$ cat src/rtl/isr_pkg.sv
package isr_pkg;
    localparam int unsigned STAT_W   = 32;
    localparam int unsigned CC_BIT   = 0;
    localparam int unsigned SUM_BIT  = 15;
    localparam int unsigned CTO_BIT  = 16;
    localparam int unsigned ERR_LO   = 16;
    localparam int unsigned ERR_HI   = 24;
    localparam int unsigned BUF_BASE = 4;
    localparam int unsigned NUM_BUF  = 2;

    typedef logic [STAT_W-1:0] vec_t;

    // positions that exist; all others read zero
    localparam vec_t VALID_MASK = 32'h337F_853F;

    typedef enum logic [1:0] {
        SEL_STAT = 2'd0,
        SEL_EN   = 2'd1,
        SEL_MASK = 2'd2,
        SEL_NONE = 2'd3
    } wsel_e;
endpackage

$ cat src/rtl/isr_cfg_regs.sv
module isr_cfg_regs
    import isr_pkg::*;
(
    input  logic       clk,
    input  logic       rst_n,
    input  logic       wr_en_i,
    input  logic [1:0] wr_sel_i,
    input  vec_t       wr_data_i,
    output vec_t       en_o,
    output vec_t       mask_o
);
    typedef struct packed {
        vec_t en;
        vec_t mask;
    } cfg_t;

    cfg_t cfg_d, cfg_q;

    always_comb begin
        cfg_d = cfg_q;
        if (wr_en_i && wr_sel_i == SEL_EN)   cfg_d.en   = wr_data_i & VALID_MASK;
        if (wr_en_i && wr_sel_i == SEL_MASK) cfg_d.mask = wr_data_i & VALID_MASK;
    end

    always_ff @(posedge clk) begin
        if (!rst_n) cfg_q <= '0;
        else        cfg_q <= cfg_d;
    end

    assign en_o   = cfg_q.en;
    assign mask_o = cfg_q.mask;
endmodule

$ cat src/rtl/isr_cmd_done.sv
module isr_cmd_done (
    input  logic clk,
    input  logic rst_n,
    input  logic busy_i,
    input  logic cto_i,
    output logic done_o
);
    typedef struct packed {
        logic busy;
        logic cto_seen;
    } cmd_t;

    cmd_t cmd_d, cmd_q;
    logic fall, rise;

    always_comb begin
        rise   = !cmd_q.busy && busy_i;
        fall   = cmd_q.busy && !busy_i;
        done_o = fall && !cmd_q.cto_seen && !cto_i;
        cmd_d.busy = busy_i;
        if (rise)      cmd_d.cto_seen = cto_i;
        else if (fall) cmd_d.cto_seen = 1'b0;
        else           cmd_d.cto_seen = cmd_q.cto_seen | cto_i;
    end

    always_ff @(posedge clk) begin
        if (!rst_n) cmd_q <= '0;
        else        cmd_q <= cmd_d;
    end
endmodule

$ cat src/rtl/isr_status_bank.sv
module isr_status_bank
    import isr_pkg::*;
(
    input  logic               clk,
    input  logic               rst_n,
    input  vec_t               evt_i,
    input  vec_t               en_i,
    input  vec_t               clr_i,
    input  logic [NUM_BUF-1:0] svc_i,
    output vec_t               stat_o
);
    typedef struct packed {
        vec_t               stat;
        logic [NUM_BUF-1:0] wait_svc;
    } bank_t;

    localparam vec_t LATCH_MASK = VALID_MASK & ~(vec_t'(1) << SUM_BIT);

    bank_t bank_d, bank_q;
    logic [NUM_BUF-1:0] blocked;
    vec_t accept;

    for (genvar k = 0; k < NUM_BUF; k++) begin : g_buf
        assign blocked[k] = bank_q.wait_svc[k] && !svc_i[k];
    end

    always_comb begin
        accept = evt_i & en_i & LATCH_MASK & ~(vec_t'(blocked) << BUF_BASE);
        bank_d.stat = (bank_q.stat & ~clr_i) | accept;
        for (int k = 0; k < NUM_BUF; k++) begin
            bank_d.wait_svc[k] = blocked[k] | accept[BUF_BASE + k];
        end
    end

    always_ff @(posedge clk) begin
        if (!rst_n) bank_q <= '0;
        else        bank_q <= bank_d;
    end

    always_comb begin
        stat_o          = bank_q.stat;
        stat_o[SUM_BIT] = |bank_q.stat[ERR_HI:ERR_LO];
    end
endmodule

$ cat src/rtl/isr_host_irq.sv
module isr_host_irq
    import isr_pkg::*;
(
    input  logic                     clk,
    input  logic                     rst_n,
    input  logic [STAT_W-1:1]        evt_i,
    input  logic                     cmd_busy_i,
    input  logic [NUM_BUF-1:0]       svc_i,
    input  logic                     wr_en_i,
    input  logic [1:0]               wr_sel_i,
    input  logic [STAT_W-1:0]        wr_data_i,
    output logic [STAT_W-1:0]        stat_o,
    output logic [STAT_W-1:0]        en_o,
    output logic [STAT_W-1:0]        mask_o,
    output logic                     irq_o
);
    typedef struct packed {
        logic irq;
    } top_t;

    top_t top_d, top_q;
    logic cc_pulse;
    vec_t evt_all;
    vec_t clr_vec;

    isr_cfg_regs i_cfg (
        .clk       (clk),
        .rst_n     (rst_n),
        .wr_en_i   (wr_en_i),
        .wr_sel_i  (wr_sel_i),
        .wr_data_i (wr_data_i),
        .en_o      (en_o),
        .mask_o    (mask_o)
    );

    isr_cmd_done i_cmd (
        .clk    (clk),
        .rst_n  (rst_n),
        .busy_i (cmd_busy_i),
        .cto_i  (evt_i[CTO_BIT]),
        .done_o (cc_pulse)
    );

    always_comb begin
        evt_all = {evt_i, cc_pulse};
        clr_vec = (wr_en_i && wr_sel_i == SEL_STAT) ? wr_data_i : '0;
    end

    isr_status_bank i_bank (
        .clk    (clk),
        .rst_n  (rst_n),
        .evt_i  (evt_all),
        .en_i   (en_o),
        .clr_i  (clr_vec),
        .svc_i  (svc_i),
        .stat_o (stat_o)
    );

    always_comb begin
        top_d.irq = |(stat_o & en_o & mask_o);
    end

    always_ff @(posedge clk) begin
        if (!rst_n) top_q <= '0;
        else        top_q <= top_d;
    end

    assign irq_o = top_q.irq;
endmodule

$ cat config.mk
export PLATFORM = sky130hd
export DESIGN_NAME = isr_host_irq
export DESIGN_NICKNAME = d
export VERILOG_FILES = /design/src/rtl/isr_pkg.sv /design/src/rtl/isr_cfg_regs.sv /design/src/rtl/isr_cmd_done.sv /design/src/rtl/isr_status_bank.sv /design/src/rtl/isr_host_irq.sv
export SDC_FILE = /design/constraint.sdc
export NUM_CORES = 1
export LEC_CHECK = 0
export BUFFER_PORTS_ARGS = -buffer_cell sky130_fd_sc_hd__buf_2
export CAP_MARGIN = 15
export CORE_UTILIZATION = 35
export DETAILED_ROUTE_END_ITERATION = 12
export GPL_ROUTABILITY_DRIVEN = 0
export MAX_ROUTING_LAYER = met4
export PLACE_DENSITY = 0.71
export SKIP_LAST_GASP = 1
export SYNTH_ARGS = -nofsm -noshare
export SYNTH_HDL_FRONTEND = slang
export SYNTH_SLANG_ARGS = --single-unit
$ cat constraint.sdc
create_clock -name clk -period 1.7 [get_ports clk]
set_input_delay 0.255 -clock clk [delete_from_list [all_inputs] [get_ports clk]]
set_output_delay 0.255 -clock clk [all_outputs]
set_load 0.01 [all_outputs]
==> out/results.ini, run 1 <==
[clock_network]
clockBufferDepth=2
post-cts-setup-buffer-count=0
cts_hold_buf=0
clock_latency_ns=0.35
cts-root-buf=clkbuf_8
numCtsBuffers=9
cts_tree=done
clkTransAtPathRegs_ns=0.09
cts_sinks=76
post_cts_resize_count=0
cts_max_level=3

[timing]
fmax_mhz=638
setup_viol=0
fin_crit_ns=1.57
rsz0062_at_grt=false
hold_violations=0
fin_setup_tns_ns=0
slew_violations=0
period_share_pct=92.2
finClkSkew_ns=0.0105

[logic_synthesis]
synth-adder-area-share_pct=0
synthMuxAreaShare_pct=0
ys_warn_count=0
yosys.area_share.simple_pct=23.5
synth_ff_type=dfxtp_1
yosysSeqAreaShare_pct=45.1
yosys.area.top_type=dfxtp_1
synth_xor_area_share_pct=0
synth-edff-count=0
ys_async_sr_fraction_pct=0
synth_top_area_share_pct=45.1
ys_seq_elements=76
syn_inst=401
synthTopCellsByArea=dfxtp_1 (45%), nand2_1 (13%), buf_4 (12%)
synth_top_family_by_area=simple AND/OR/NAND/NOR gates
synth_compound_area_share_pct=16.0
synthesis.area_sq_mm=0.00338
synth.distinct_cells=24
syn_avg_cell_area_sq_um=8.42

[pwr]
swShare_pct=27.6
p_comb_share_pct=9.9
p_seq_share_pct=53.5
p_switching_uw=962
powerDensity_mw_per_mm2=864
clkPwrFrac_pct=36.6
p_leak_nw=1.78
total_power_mw=3.48
irDropWorstVdd_mv=0.310
p_int_mw=2.52

[hold_path]
hold_depth=2
hp-class=primary input to flop

[route]
final_antenna_net_count=0
drt_first_pass_iters=4
wl_per_cell_um=14.0
avgViaCountPerCell=4.63
route.detailed.drc=0
drt_wl_total_mm=8.89
drt_iter0_drc=103
vias=2942

[run_status]
status=finished clean

[critical_path]
arrival_ns=1.31
critical_path_class=flop to output pin
start_kind=flop
worstPathRequired_ns=1.44
rr_worst_depth=4
endpoint_kind=output pin
crit_fanout=4

[placed_design]
dpl_cell_area_sq_mm=0.00385
port-buffer-count=130
dpl.hpwl_mm=6.51
dp_cells=619

[job]
cap_viol_max_count=0

[grt]
grt_max_degree=35
grt_pass1_vias=2731
antenna_found_initial=1
grtUsageTotal_pct=18.4
overflow=0
grt_pass1_wl_mm=13.5

[final_layout]
nets=572
drive_gt1_share_pct=31.2
final_area_sq_mm=0.00403
nFillCells=941
area_growth_pct=19.4
multi_input_area_sq_mm=0.00143
register_area_sq_mm=0.00152
utilization_pct=43.4
fin_cells=636

[die]
start_util_pct=36.4
fp-row-count=35
dieWidth_um=100
dieArea_sq_mm=0.0100
core_area_sq_mm=0.00928
ios=168
fp.dieH_um=100

-- metal layers --
metal,GRT usage (%),vias to the layer above,part of all wire (%)
met5,-,-,0
met4,6.69,0,1.1
met3,4.94,8,6.5
met2,30.9,108,49
met1,20.9,1371,44
li1,-,1455,-
-- final timing paths --
path                startpoint                end  slack, ns
max          i_bank.stat_o[18]         stat_o[15]       0.13
min              wr_data_i[12]  i_bank.stat_o[12]       0.06
max reg2reg  i_bank.stat_o[18]              irq_o       0.39
min reg2reg   i_bank.stat_o[7]   i_bank.stat_o[7]       0.43
-- Yosys cell counts, types with 3 or more instances --
cell type and n:
nor2b_1 19, dfxtp_1 76, a21oi_1 13, a22oi_1 17
buf_2 10, clkbuf_1 6, nand3_1 21, buf_4 56
nand4_1 4, nor3_1 3, nand2_1 114, nand2b_1 4
a21boi_0 42
-- power by group through the flow --
stage	Clock (mW)	Sequential (mW)	Combinational, mW
2_1_floorplan	0	1.91	0.215
3_3_place_gp	0	1.90	0.335
3_5_place_dp	0	1.90	0.346
4_1_cts	1.32	1.86	0.347
5_1_grt	1.40	1.87	0.383
6_report	1.28	1.86	0.344
-- placed cells by master, fill, tap and decap left out, types with 2 or more instances in the layout --
master and instances:
a22oi_1 17, inv_6 2, nor2b_1 19, nand3_1 21, a21oi_1 13, nand2_1 114, clkinvlp_4 4, clkbuf_8 9
conb_1 24, a32oi_1 2, nand3b_1 2, nand2b_1 4, dfxtp_1 76, and3b_1 2, buf_2 130, buf_4 9
nor2_1 2, a21boi_0 42, nand4_1 4, nor3_1 3
-- cell type report --
class | instances | share of cell area, %
clock buffer | 9 | 3.07
multi-input combinational | 274 | 35.4
clock inverter | 7 | 1.46
timing repair buffer | 140 | 18.3
tap | 129 | 4.00
antenna | 1 | 0.0621
sequential | 76 | 37.7
-- cells by family after synthesis --
| logic type | Yosys count |
|---|---|
| AOI/OAI and AO/OA | 76 |
| buffers and inverters | 74 |
| DFF | 76 |
| other | 1 |
| and+or+nand+nor | 174 |
-- metrics by stage --
| step | setup WS [ns] | hold WS [ns] |
|---|---|---|
| after global placement | 0.388 | 0.414 |
| after global routing | 0.00545 | 0.0345 |
| after floorplan | 0.479 | 0.342 |
| after detailed placement | 0.343 | 0.419 |
| after CTS | 0.0990 | 0.0407 |
| final | 0.132 | 0.0593 |
-- state kept, by name, summed over array words and instances, names as in the netlist --
| register | count |
|---|---|
| i_bank.stat_o | 31 |
| i_bank.bank_q | 2 |
| irq_o | 1 |
| i_cmd.cmd_q | 2 |
| i_cfg.en_o | 20 |
| i_cfg.mask_o | 20 |
-- critical path: stages (launching register included) --
cell	delay, ns
dfxtp_1	0.35
nor4_2	0.28
nand3_1	0.16
buf_2	0.17
No activity file was read; power rests on OpenSTA's default activity.
==> run 2, diff against run 1 <==
==> constraint.sdc (replaced) <==
create_clock -name clk -period 1.55 [get_ports clk]
set_input_delay 0.2325 -clock clk [delete_from_list [all_inputs] [get_ports clk]]
set_output_delay 0.2325 -clock clk [all_outputs]
set_load 0.01 [all_outputs]
==> run 2 against run 1 <==
Compared with the run above:
- first-iteration DRC count down 0.97%
- final cell count decreased by 0.16%
- count of clock-buffer cells in the layout increased by 2
- register-to-register slack got worse by 0.19 ns
- largest power group unchanged
- core utilization increased by 0.77 points
- combinational power is 12% higher
- clock power grew 36%
- die area is the same
==> out/results.ini, run 2 (synthesis gave the netlist of run 1 again) <==
[grt]
grt_pass1_vias=2794
grtUsageTotal_pct=18.0
grt_max_degree=77
overflow=0
grt_pass1_wl_mm=13.4
antenna_found_initial=1

[timing]
fin_crit_ns=1.47
fmax_mhz=679
slew_violations=0
setup_viol=0
rsz0062_at_grt=true
finClkSkew_ns=0.0114
worst_slack_ns=0.0775
period_share_pct=95.0
hold_violations=0

[die]
fp.dieH_um=100
start_util_pct=36.4
ios=168
core_area_sq_mm=0.00928
fp-row-count=35
dieArea_sq_mm=0.0100
dieWidth_um=100

[run_status]
status=finished clean

[clock_network]
clkTransAtPathRegs_ns=0.08
cts_tree=done
clockBufferDepth=2
cts_max_level=3
cts-root-buf=clkbuf_8
numCtsBuffers=9
clock_latency_ns=0.34
cts_sinks=76

[route]
final_antenna_net_count=0
vias=2939
avgViaCountPerCell=4.63
wl_per_cell_um=13.7
drt_iter0_drc=102
drt_first_pass_iters=4
drt_wl_total_mm=8.72
route.detailed.drc=0

[pwr]
p_leak_nw=1.82
irDropWorstVdd_mv=0.496
powerDensity_mw_per_mm2=1010
total_power_mw=4.17

[placed_design]
dpl.hpwl_mm=6.23
port-buffer-count=130
pre_cts_ws_ns=0.280

[final_layout]
area_growth_pct=21.5
largest_reg_flops=31
drive_gt1_share_pct=31.5
final_cell_mix=buf_2 (130), nand2_1 (114), dfxtp_1 (74)
layout_commonest_cell=buf_2
nets=571

[hold_path]
min_from=wr_data_i[23]
hp-class=primary input to flop

[critical_path]
arrival_ns=1.24
critPathLaunch=i_bank.stat_o[18]
worstReg2RegStart=i_bank.stat_o[18]
critical_path_class=flop to output pin
endpoint_kind=output pin
crit_fanout=4
start_kind=flop
worstPathRequired_ns=1.32

[job]
cap_viol_max_count=0

[run 2: cell types whose count changed in the layout (fill, tap and decap cells not counted), moves of 2 or more]
cell,previous run,this run
clkbuf_8,9,11
buf_4,9,6
bufinv_16,0,2
dfxtp_1,76,74
clkinvlp_4,4,0
buf_12,1,3
dfxtp_2,0,2
[run 2: area by class of cell]
class / count / area (sq um)
sequential: 76 / 1520
timing repair buffer: 139 / 756
fill: 929 / 5180
antenna: 1 / 2.50
clock inverter: 5 / 82.6
tap: 129 / 161
multi-input combinational: 274 / 1430
clock buffer: 11 / 151
[run 2: what timing repair did]
item / 4_1_cts / 5_1_grt
pin swaps: 1 / 1
endpoints found under the setup margin: 1 / 1
resized for setup: 0 / 2
buffers inserted: 1 / 0
hold buffers: 0 / 0
[run 2: through the flow]
step | instances | setup TNS [ns] | util [%] | instance area (sq um) | hold WS, ns
final | 635 | 0 | 44.2 | 4100 | 0.0492
after global routing | 635 | -0.000884 | 44.2 | 4100 | 0.0242
after CTS | 634 | 0 | 44.2 | 4100 | 0.0232
after detailed placement | 617 | 0 | 41.5 | 3860 | 0.405
after global placement | 617 | 0 | 41.5 | 3860 | 0.404
after floorplan | 424 | 0 | - | 3460 | 0.320
[run 2: worst paths after layout]
| check | to | slack, ns | cells after the start |
|---|---|---|---|
| max | stat_o[15] | 0.08 | 3 |
| min | i_bank.stat_o[23] | 0.05 | 2 |
| max reg2reg | irq_o | 0.20 | 5 |
| min reg2reg | i_bank.stat_o[26] | 0.43 | 2 |
[run 2: metal layers]
metal	global-route usage [%]	wire (um)	vias to the layer above
li1	-	-	1452
met1	20.2	3830	1360
met2	30.3	4200	118
met3	5.85	596	9
met4	5.57	97	0
met5	-	0	-
[run 2: power breakdown]
| group | internal, mW | switching (mW) |
|---|---|---|
| Combinational | 0.170 | 0.214 |
| Clock | 1.00 | 0.738 |
| Sequential | 2.00 | 0.0422 |
[run 2: worst max-delay path, stage by stage, from the launching register on]
cell and delay [ns]:
dfxtp_2 0.35, nor4_2 0.27, nand3_1 0.13, buf_2 0.16
